==> config.mk <==
export PLATFORM = sky130hd
export DESIGN_NAME = sdac_input_decoder
export DESIGN_NICKNAME = d
export VERILOG_FILES = /design/src/rtl/sdac_pkg.sv /design/src/rtl/sdac_complement.sv /design/src/rtl/sdac_therm_enc.sv /design/src/rtl/sdac_seg_latch.sv /design/src/rtl/sdac_input_decoder.sv
export SDC_FILE = /design/constraint.sdc
export NUM_CORES = 1
export LEC_CHECK = 0
export BUFFER_PORTS_ARGS = -buffer_cell sky130_fd_sc_hd__buf_2
export CAP_MARGIN = 15
export CORE_MARGIN = 8
export CORE_UTILIZATION = 41
export DETAILED_ROUTE_END_ITERATION = 8
export GPL_ROUTABILITY_DRIVEN = 0
export PLACE_DENSITY_LB_ADDON = 0.15
export SLEW_MARGIN = 15
export SYNTH_ARGS = -nofsm -noshare
export SYNTH_HDL_FRONTEND = slang
export SYNTH_SLANG_ARGS = --single-unit
==> constraint.sdc <==
create_clock -name clk -period 2.2 [get_ports clk]
set_input_delay 0.22 -clock clk [delete_from_list [all_inputs] [get_ports clk]]
set_output_delay 0.22 -clock clk [all_outputs]
set_load 0.01 [all_outputs]
==> src/rtl/sdac_pkg.sv <==
package sdac_pkg;
    typedef enum logic [1:0] {
        ST_CLEAR = 2'd0,
        ST_TRACK = 2'd1,
        ST_HOLD  = 2'd2
    } latch_state_e;
endpackage

==> src/rtl/sdac_complement.sv <==
module sdac_complement #(
    parameter int DATA_W = 8
) (
    input  logic [DATA_W-1:0] data_i,
    input  logic              inv_i,
    output logic [DATA_W-1:0] data_o
);
    // each bit gated by the invert control
    for (genvar b = 0; b < DATA_W; b++) begin : g_xor
        assign data_o[b] = data_i[b] ^ inv_i;
    end
endmodule

==> src/rtl/sdac_therm_enc.sv <==
module sdac_therm_enc #(
    parameter int SEG_BITS = 3,
    localparam int THERM_W = (1 << SEG_BITS) - 1
) (
    input  logic [SEG_BITS-1:0] seg_i,
    output logic [THERM_W-1:0]  therm_o
);
    // line i lights when the segment value exceeds i
    for (genvar i = 0; i < THERM_W; i++) begin : g_line
        assign therm_o[i] = (seg_i > SEG_BITS'(i));
    end
endmodule

==> src/rtl/sdac_seg_latch.sv <==
module sdac_seg_latch
    import sdac_pkg::*;
#(
    parameter int THERM_W = 7,
    parameter int BIN_W   = 5
) (
    input  logic               clk,
    input  logic               rst_n,
    input  logic               load_n,
    input  logic [THERM_W-1:0] therm_d,
    input  logic [BIN_W-1:0]   bin_d,
    output logic [THERM_W-1:0] therm_q,
    output logic [BIN_W-1:0]   bin_q
);
    latch_state_e state, state_nx;

    always_comb begin
        state_nx = state;
        unique case (state)
            ST_CLEAR: state_nx = load_n ? ST_HOLD : ST_TRACK;
            ST_TRACK: state_nx = load_n ? ST_HOLD : ST_TRACK;
            ST_HOLD:  state_nx = load_n ? ST_HOLD : ST_TRACK;
            default:  state_nx = ST_CLEAR;
        endcase
    end

    always_ff @(posedge clk or negedge rst_n) begin
        if (!rst_n) state <= ST_CLEAR;
        else        state <= state_nx;
    end

    // output bank: samples while the strobe is low
    always_ff @(posedge clk or negedge rst_n) begin
        if (!rst_n) begin
            therm_q <= '0;
            bin_q   <= '0;
        end else if (!load_n) begin
            therm_q <= therm_d;
            bin_q   <= bin_d;
        end
    end

    a_r7_hold_stable: assert property (@(posedge clk) disable iff (!rst_n)
        load_n |=> ($stable(therm_q) && $stable(bin_q)));

    a_r6_track_sample: assert property (@(posedge clk) disable iff (!rst_n)
        !load_n |=> (therm_q == $past(therm_d) && bin_q == $past(bin_d)));

    a_r8_hold_state: assert property (@(posedge clk) disable iff (!rst_n)
        load_n |=> (state == ST_HOLD));
endmodule

==> src/rtl/sdac_input_decoder.sv <==
module sdac_input_decoder #(
    parameter int DATA_W = 8,
    parameter int BIN_W  = 5,
    localparam int SEG_BITS = DATA_W - BIN_W,
    localparam int THERM_W  = (1 << SEG_BITS) - 1
) (
    input  logic              clk,
    input  logic              rst_n,
    input  logic [DATA_W-1:0] code_in,
    input  logic              invert,
    input  logic              load_n,
    output logic [THERM_W-1:0] therm_q,
    output logic [BIN_W-1:0]   bin_q,
    output logic [DATA_W-1:0]  code_chk
);
    logic [DATA_W-1:0]  code_x;
    logic [THERM_W-1:0] therm_d;
    logic [SEG_BITS-1:0] ones;

    sdac_complement #(.DATA_W(DATA_W)) u_cmp (
        .data_i(code_in), .inv_i(invert), .data_o(code_x)
    );

    sdac_therm_enc #(.SEG_BITS(SEG_BITS)) u_enc (
        .seg_i(code_x[DATA_W-1:BIN_W]), .therm_o(therm_d)
    );

    sdac_seg_latch #(.THERM_W(THERM_W), .BIN_W(BIN_W)) u_lat (
        .clk(clk), .rst_n(rst_n), .load_n(load_n),
        .therm_d(therm_d), .bin_d(code_x[BIN_W-1:0]),
        .therm_q(therm_q), .bin_q(bin_q)
    );

    // rebuild: count of lit lines times the segment weight, plus binary part
    always_comb begin
        ones = '0;
        for (int i = 0; i < THERM_W; i++)
            ones = ones + SEG_BITS'(therm_q[i]);
    end
    assign code_chk = {ones, bin_q};

    a_r1_rebuild: assert property (@(posedge clk) disable iff (!rst_n)
        !load_n |=> (code_chk == $past(code_in ^ {DATA_W{invert}})));

    a_r4_therm_shape: assert property (@(posedge clk) disable iff (!rst_n)
        1'b1 |-> (((therm_q + 1'b1) & therm_q) == '0));

    a_r9_reset_zero: assert property (@(posedge clk)
        !rst_n |-> (therm_q == '0 && bin_q == '0));
endmodule

After elaboration in Yosys (flattened, before gate mapping)
Cells that the tools add are included.
Widths: inputs -> output; s select.
- register bits after elaboration: 12
- output and inout bits: 20
- add/sub/neg operators: 6
- magnitude comparators: 7
- bitwise logic cells: 8
- operator list (kind ; count):
    $add 3x1->3 ; 4
    $gt 3x3->1 const B ; 3
    $xor 1x1->1 ; 8
    $gt 3x1->1 const B ; 2
    $gt 3x2->1 const B ; 2
    $add 2x1->3 ; 1
    $add 1x1->2 ; 1

Depth between registers and ports, before layout
Gate-level depths: netlist of the first run.
- depth after elaboration: 6
- gate-level depth with buffers: 6
- depth with buffers taken out: 6

Modules after synthesis
Synthesis of the first run repeated with hierarchy kept, for this count alone.
- cell total of the unflattened synthesis: 58
- area, all modules: 760.7 µm²
- modules (own cells, without submodules) (module ; instances ; cells each ; area each (µm²) ; sequential area each (µm²)):
    sdac_seg_latch ; 1 ; 25 ; 484.2 ; 300.3
    sdac_input_decoder ; 1 ; 17 ; 147.6 ; 0.0
    sdac_complement ; 1 ; 9 ; 81.3 ; 0.0
    sdac_therm_enc ; 1 ; 7 ; 47.5 ; 0.0

Worst setup path after synthesis of the first run
OpenSTA, ideal clock, no wires.
- path kind: reg-to-output
- start point: register u_lat.therm_q[0]
- end point: output code_chk[6]
- arrival time: 2357 ps
- required time: 1980 ps
- path slack: -377 ps
- cell stages (with the launch flop): 7
- cell sequence: dfrtp_1 inv_1 fa_1 fa_1 inv_1 fa_1 fa_1
- word-level cells in the longest chain between the ends: 6
- ends and longest elaborated chain (item ; RTL line ; RTL):
    start: declaration ; sdac_seg_latch.sv:12 ; output logic [THERM_W-1:0] therm_q,
    start signal: assignment ; sdac_seg_latch.sv:38 ; therm_q <= therm_d;
    $add 1x1->2 ; sdac_input_decoder.sv:38 ; ones = ones + SEG_BITS'(therm_q[i]);
    $add 2x1->3 ; sdac_input_decoder.sv:38 ;
    $add 3x1->3 (4 in a row) ; sdac_input_decoder.sv:38 ;
    end: declaration ; sdac_input_decoder.sv:14 ; output logic [DATA_W-1:0] code_chk
No other way between the ends.

Final worst setup path of the first run
- start point: register u_lat.therm_q[3]
- end point: output code_chk[6]
- word-level cells in the longest chain between the ends: 4
- ends and longest elaborated chain (item ; RTL line):
    $add 3x1->3 (4 in a row) ; sdac_input_decoder.sv:38
No other way between the ends.

==> flow_summary.ini, run 1 <==
[route]
dr.pass1.iters = 2
via_count = 601
remaining_drc_errors = 0
routed_wl_um = 1510
viasPerCell = 4.85
post_drt_wl_per_cell_um = 12.2
final_antenna_net_count = 0
drt_iter0_drc = 12

[critical_path]
cp_num_buf_inv = 3
cp-start-kind = flip-flop
crit_fanout = 2
crit_cells = 7
path_cells = inv_2 > fa_1 > fa_1 > inv_1 > fa_2 > fa_1 > buf_2
crit_family = adder cells
worst-r2r-cell-count = 4
worstPathRequired_ns = 1.98
slowest_stage = fa_1
worstPathArrival_ns = 2.66
timing_worst_setup_path_type = reg -> out
critPathCaptureType = primary output
slowest_delay_ns = 0.49
crit_top_cell = fa_1

[global_routing]
overflow = 0
grt_max_degree = 25
grt_pass1_vias = 568
antenna_found_initial = 0
grt_pass1_wl_um = 2650
grt_usage_pct = 10.3

[clock_network]
ctsHtreeMaxLevel = 1
cts_num_sinks = 12
cts_buffers = 3
clk_pin_slew_ns = 0.07
clock-root-buffer = clkbuf_4
cts_tree = done
cts_max_path_buffers = 2
clock_latency_ns = 0.27

[place]
dpl.hpwl_um = 1180
portBuffers = 31
place_inst = 118
place_ws_ns = -0.397

[yosys]
ys.flop_type = dfrtp_1
netlist_area_um2 = 723
ys_seq_elements = 12
synth_cells = 76
ys_async_sr_fraction_pct = 100
ys_top_cells_by_area = dfrtp_1 42%, fa_1 11%, xnor2_1 6.1%
ys_warn_count = 0
synth_top_area_cell = dfrtp_1
yosysTopAreaCellShare_pct = 41.5
ys_seq_area_share_pct = 41.5
syn_nets = 92
yosysUniqueCellTypes = 23
syn_area_per_cell_um2 = 9.52
synth_edf_count = 0

[timing]
min_period_over_period_pct = 131
max_freq_ghz = 0.347
period_needed_ns = 2.88
holdWs_ns = 0.223
worst_slack_ns = -0.682
setup_viol = 3
maxSlewViolCount = 0
rsz0062_at_grt = yes
slew_headroom_pct = 76.3
fin_worst_skew_ns = 0
hold_viol_final = 0
worstMarginPinSlew_ns = 0.355

[pwr]
ir_worst_vdd_v = 0.000394
power_density_nw_per_um2 = 725
p_leak_nw = 0.463

[die]
start_util_pct = 42.8
ioPinCount = 32
die_area_um2 = 3360
dieHeight_um = 58
core_um2 = 1690
die_w_um = 58
std_cell_rows = 15

[cells_and_area]
nets = 124
final_cell_mix = 30 x buf_2, 12 x dfrtp_1, 9 x nand2_1, 8 x o21ai_0
syn_to_final_growth_pct = 27.5
n_antenna_cell = 0
fin_cells = 124
layout_commonest_cell = buf_2
drive_above_1_share_pct = 40.2
final_util_pct = 54.6

[run_status]
violations = negative setup slack
status = complete, but fails checks

[min_path]
hp-class = in -> reg
worstHoldPathCells = 3

[job]
cap_violations = 0
==> worst register-to-register path, stage by stage (launching register included) <==
cell and delay (ns):
dfrtp_1 0.36, inv_2 0.05, buf_4 0.12, buf_4 0.12, a21oi_1 0.11
==> state kept, by name, indices dropped and copies added, names as in the netlist <==
name / flops
u_lat.bin_q: 5
u_lat.therm_q: 7
==> synthesized netlist by cell type, types with 2 or more instances <==
cell / number
a21oi_1: 6
buf_2: 2
buf_4: 5
dfrtp_1: 12
fa_1: 4
inv_1: 8
nand2_1: 9
nor2b_1: 2
nor3_1: 3
o21ai_0: 8
xnor2_1: 5
==> metal layers <==
layer	up-vias	track usage, %	wire length [µm]
met4	0	8.39	48
li1	310	-	-
met2	20	15.1	656
met1	266	12.0	714
met5	-	0	0
met3	5	3.09	89
==> final timing paths <==
path	end	slack, ns	start
setup / recovery	code_chk[6]	-0.68	u_lat.therm_q[3]
hold / removal	u_lat.bin_q[4]	0.22	code_in[4]
setup reg to reg	u_lat.therm_q[3]	1.37	u_lat.therm_q[3]
hold reg to reg	u_lat.bin_q[4]	0.50	u_lat.bin_q[4]
max in group asynchronous	u_lat.therm_q[4]	1.65	rst_n
min in group asynchronous	u_lat.bin_q[4]	0.34	rst_n
==> layout make-up <==
type                            count  area (µm²)
Fill cell                         168         767
Multi-Input combinational cell     47         333
Sequential cell                    12         300
Timing Repair Buffer               36         201
Clock buffer                        4        36.3
Inverter                            8        30.0
Tap cell                           17        21.3
==> stage by stage <==
step,setup TNS (ns),area (µm²),power (mW)
floorplan,-0.594,726,0.412
global placement,-0.741,862,0.483
detailed placement,-0.757,862,0.483
CTS,-1.67,922,0.682
global route,-1.93,922,0.726
finish,-1.61,922,0.669
==> cells by family (layout without fill, tap and decap cells) <==
| logic type | after synthesis | after routing | synth area share [%] |
|---|---|---|---|
| xor+xnor | 5 | 5 | 6.06 |
| flops | 12 | 12 | 41.5 |
| simple gates | 19 | 19 | 13.0 |
| compound gates | 18 | 18 | 14.2 |
| buf+inv | 17 | 48 | 12.8 |
| fa+ha+maj | 4 | 4 | 11.1 |
| mux | 1 | 1 | 1.38 |
==> where the power goes <==
part           total (mW)  internal [mW]  switching, mW
Combinational       0.236          0.115          0.121
Clock               0.173          0.101         0.0723
Sequential          0.260          0.243         0.0164
Total               0.669          0.459          0.210
==> what timing repair did <==
item                                    in CTS  in global routing
setup buffers                                1                  0
pin swaps                                    1                  1
endpoints found under the hold margin       12                  0
resized for setup                            2                  0
endpoints found under the setup margin       3                  3
hold buffers                                 1                  0
Power figures use the tool's default switching activity.
==> run 2: changes to the inputs <==
Settings changed: CORE_UTILIZATION 41 to 43, CTS_BUF_LIST set to sky130_fd_sc_hd__clkbuf_8, MAX_ROUTING_LAYER set to met4, PLACE_DENSITY_LB_ADDON 0.15 to 0.08.
==> run 2 against run 1 <==
  * The run still ends with negative setup slack left
  * First-iteration DRC count rose by 17%
  * Sequential share of layout area fell by 1.2 points
  * Non-clock buffer count rose by 2
  * Clock power rose by 36%
  * Critical endpoint unchanged
  * Largest power group unchanged
==> flow_summary.ini, run 2 (same netlist as run 1, synthesis figures left out) <==
[die]
start_util_pct = 43.8
ioPinCount = 32
std_cell_rows = 15
dieHeight_um = 57.0
core_um2 = 1650
die_area_um2 = 3250
die_w_um = 57.0

[route]
routed_wl_um = 1540
drt_iter0_drc = 14
dr.pass1.iters = 4
remaining_drc_errors = 0
post_drt_wl_per_cell_um = 12.2
final_antenna_net_count = 0
via_count = 613
viasPerCell = 4.87

[timing]
rsz0062_at_grt = yes
worstMarginPinSlew_ns = 0.364
hold_viol_final = 0
period_needed_ns = 2.80
max_freq_ghz = 0.357
worst_slack_ns = -0.603
setup_viol = 3
maxSlewViolCount = 0
fin_setup_tns_ns = -1.41
fin_worst_skew_ns = 0
min_period_over_period_pct = 127
holdWs_ns = 0.265
slew_headroom_pct = 75.7

[run_status]
violations = negative setup slack
status = complete, but fails checks

[global_routing]
antenna_found_initial = 0
grt_usage_pct = 10.3
grt_pass1_vias = 586
grt_pass1_wl_um = 2630
overflow = 0
grt_max_degree = 25

[cells_and_area]
top_register = u_lat.therm_q
n_antenna_cell = 0
top_regs = u_lat.therm_q: 7 flops, u_lat.bin_q: 5 flops
nets = 126
regArea_um2 = 300
largest_register_ffs = 7
final_cell_mix = 30 x buf_2, 12 x dfrtp_1, 9 x nand2_1, 8 x o21ai_0
layout_commonest_cell = buf_2
multiInputGateArea_um2 = 333
drive_above_1_share_pct = 41.3
fillers = 158
syn_to_final_growth_pct = 32.2

[critical_path]
critPathCaptureType = primary output
timing_worst_setup_path_type = reg -> out
path_cells = inv_2 > fa_1 > fa_1 > inv_1 > fa_2 > fa_1 > buf_2
worstPathRequired_ns = 1.98
cp_num_buf_inv = 3
crit_family = adder cells
cp-start-kind = flip-flop
crit_top_cell = fa_1
rr_startpoint = u_lat.therm_q[3]
worstPathArrival_ns = 2.58
slowest_stage = fa_1
crit_fanout = 2
slowest_delay_ns = 0.49
crit_path_start = u_lat.therm_q[3]

[pwr]
power_density_nw_per_um2 = 772
ir_worst_vdd_v = 0.000723
p_leak_nw = 0.481
fin_total_pwr_uw = 738

[clock_network]
cts_buffers = 3
cts_max_path_buffers = 2
clock-root-buffer = clkbuf_8
clock_latency_ns = 0.23
clk_pin_slew_ns = 0.05
cts_num_sinks = 12
ctsHtreeMaxLevel = 1
cts_tree = done

[place]
place_ws_ns = -0.389
portBuffers = 31
dpl.hpwl_um = 1210

[min_path]
hp-class = in -> reg
hold_path_startpoint = code_in[0]

[job]
cap_violations = 0
[run 2: tightest hold or removal path: cells and delay by family]
family | cells | cell delay, ns
xor+xnor | 1 | 0.09
buf+inv | 1 | 0.08
compound gates | 1 | 0.06
[run 2: cell type report]
class / count / area share (%)
clock buffers: 4 / 5.76
inverters: 8 / 3.14
multi-input cells: 47 / 34.8
flip-flops and latches: 12 / 31.4
well taps: 17 / 2.23
repair buffers: 38 / 22.6
[run 2: per-stage QoR]
step                      instances  cell area [µm²]  util (%)
after floorplan                  76              726         -
final                           126              956      57.9
after CTS                       125              948      57.4
after global placement          119              870      52.7
after global routing            126              956      57.9
after detailed placement        119              870      52.7
[run 2: metal layers]
metal	wire length (µm)	part of all wire [%]	GRT usage (%)
met5	0	0	-
met4	31	2.0	6.04
met3	58	3.8	2.88
met2	709	46	14.7
met1	742	48	12.8
[run 2: worst paths after layout]
| check | endpoint | slack, ns | depth (start not counted) |
|---|---|---|---|
| min in group asynchronous | u_lat.bin_q[0] | 0.39 | 2 |
| setup reg to reg | u_lat.therm_q[3] | 1.36 | 4 |
| max in group asynchronous | u_lat.therm_q[2] | 1.59 | 2 |
| hold reg to reg | u_lat.bin_q[0] | 0.49 | 2 |
| setup / recovery | code_chk[6] | -0.60 | 7 |
| hold / removal | u_lat.bin_q[0] | 0.27 | 3 |
[run 2: timing repair]
action,4_1_cts,5_1_grt
hold buffers,1,0
hold endpoints to repair,12,0
endpoints found under the setup margin,3,3
resized for setup,2,0
pin swaps,0,2
setup buffers,1,1
cloned,0,0
[run 2: report_power, final]
part | total [mW] | internal (mW) | switching [mW]
Combinational | 0.240 | 0.117 | 0.123
Sequential | 0.261 | 0.244 | 0.0169
Clock | 0.236 | 0.158 | 0.0784
==> run 3: changes to the inputs <==
Settings changed: GPL_TIMING_DRIVEN set to 0, SKIP_LAST_GASP set to 1.
==> run 3 against run 2 <==
  * The run still ends with negative setup slack left
  * First-iteration DRC count down 57%
  * Clock skew unchanged
  * Combinational power up 5%
  * Cell count up 4.0%
  * Via count up 3.1%
  * Global-route usage up 0.22 points
  * Count of clock-buffer cells in the layout unchanged
  * Design area up 3.7%
  * Non-clock buffer count up 5
  * Sequential power about the same
  * Sequential share of layout area down 1.1 points
  * Critical endpoint unchanged
  * Largest power group unchanged
  * Highest routed layer unchanged
==> flow_summary.ini, run 3 (same netlist as run 1, synthesis figures left out) <==
[critical_path]
timing_worst_setup_path_type = reg -> out
worstPathArrival_ns = 2.57
crit_path_start = u_lat.therm_q[0]
rr_startpoint = u_lat.therm_q[2]
worstPathRequired_ns = 1.98
critPathCaptureType = primary output
crit_fanout = 2
cp-start-kind = flip-flop

[timing]
rsz0062_at_grt = yes
max_freq_ghz = 0.358
slew_headroom_pct = 71.4
worst_slack_ns = -0.591
setup_viol = 3
maxSlewViolCount = 0
period_needed_ns = 2.79
worstMarginPinSlew_ns = 0.429
holdWs_ns = 0.273
fin_worst_skew_ns = 0
min_period_over_period_pct = 127
hold_viol_final = 0

[global_routing]
antenna_found_initial = 0
grt_pass1_vias = 612
overflow = 0
grt_usage_pct = 10.6
grt_max_degree = 13
grt_pass1_wl_um = 2800

[route]
final_antenna_net_count = 0
post_drt_wl_per_cell_um = 12.5
remaining_drc_errors = 0
drt_iter0_drc = 6
viasPerCell = 4.82
via_count = 632
dr.pass1.iters = 5
routed_wl_um = 1630

[die]
die_w_um = 57.0
start_util_pct = 43.8
dieHeight_um = 57.0
die_area_um2 = 3250
ioPinCount = 32
core_um2 = 1650
std_cell_rows = 15

[cells_and_area]
layout_commonest_cell = buf_2
multiInputGateArea_um2 = 333
nets = 131
drive_above_1_share_pct = 43.9
final_cell_mix = 31 x buf_2, 12 x dfrtp_1, 9 x nand2_1, 8 x o21ai_0, 8 x buf_4
syn_to_final_growth_pct = 37.0
final_util_pct = 60.0
largest_register_ffs = 7
fillers = 159
top_regs = u_lat.therm_q: 7 flops, u_lat.bin_q: 5 flops
n_antenna_cell = 0
regArea_um2 = 300
top_register = u_lat.therm_q

[place]
portBuffers = 30
dpl.hpwl_um = 1280

[clock_network]
cts_tree = done
cts_buffers = 3
clk_pin_slew_ns = 0.05
clock-root-buffer = clkbuf_8
clock_latency_ns = 0.23
cts_max_path_buffers = 2
cts_num_sinks = 12
ctsHtreeMaxLevel = 1

[job]
cap_violations = 0

[pwr]
power_density_nw_per_um2 = 753
fin_total_pwr_uw = 746
p_leak_nw = 0.500
ir_worst_vdd_v = 0.000356

[min_path]
hp-class = in -> reg
hold_path_startpoint = code_in[3]

[run_status]
status = complete, but fails checks
violations = negative setup slack
-- run 3: critical path, cell delays in order, from the launching register on --
cell	delay (ns)
dfrtp_1	0.35
inv_2	0.05
fa_1	0.48
fa_1	0.49
inv_1	0.05
fa_2	0.33
fa_1	0.47
buf_2	0.12
-- run 3: where the power goes --
part           leakage, nW  switching (mW)  internal, mW
Clock               0.0288          0.0748         0.158
Combinational        0.328           0.124         0.127
Sequential           0.143          0.0180         0.244
Total                0.500           0.217         0.529
-- run 3: timing repair --
item	CTS	global route
buffers inserted	2	1
hold buffers	1	0
endpoints found under the hold margin	12	0
pin swaps	1	2
resized for setup	2	1
setup endpoints to repair	3	3
-- run 3: path summary, 6_finish.rpt --
| check | end | slack [ns] | cells past startpoint |
|---|---|---|---|
| min in group asynchronous | u_lat.bin_q[0] | 0.41 | 2 |
| setup / recovery | code_chk[6] | -0.59 | 7 |
| max in group asynchronous | u_lat.therm_q[3] | 1.58 | 2 |
| hold reg to reg | u_lat.bin_q[0] | 0.51 | 2 |
| setup reg to reg | u_lat.therm_q[2] | 1.44 | 1 |
| hold / removal | u_lat.bin_q[3] | 0.27 | 3 |
-- run 3: area by class of cell --
class | instances | area share [%]
Sequential cell | 12 | 30.3
Tap cell | 17 | 2.15
Timing Repair Buffer | 34 | 19.1
Clock buffer | 4 | 5.56
Buffer | 9 | 6.31
Inverter | 8 | 3.03
Multi-Input combinational cell | 47 | 33.6
-- run 3: through the flow --
step,instance area (µm²),setup TNS [ns],setup WS (ns),std cells
final,991,-1.37,-0.591,131
after detailed placement,897,-0.825,-0.416,123
after global routing,991,-1.69,-0.709,131
after global placement,897,-0.788,-0.405,123
after floorplan,726,-0.594,-0.352,76
after CTS,983,-1.49,-0.640,130
-- run 3: per-layer routing --
| layer | track usage, % | vias to the layer above | part of all wire [%] |
|---|---|---|---|
| li1 | - | 322 | - |
| met1 | 13.0 | 286 | 47 |
| met2 | 16.1 | 20 | 47 |
| met3 | 2.22 | 4 | 3.9 |
| met4 | 5.03 | 0 | 1.9 |
| met5 | - | - | 0 |
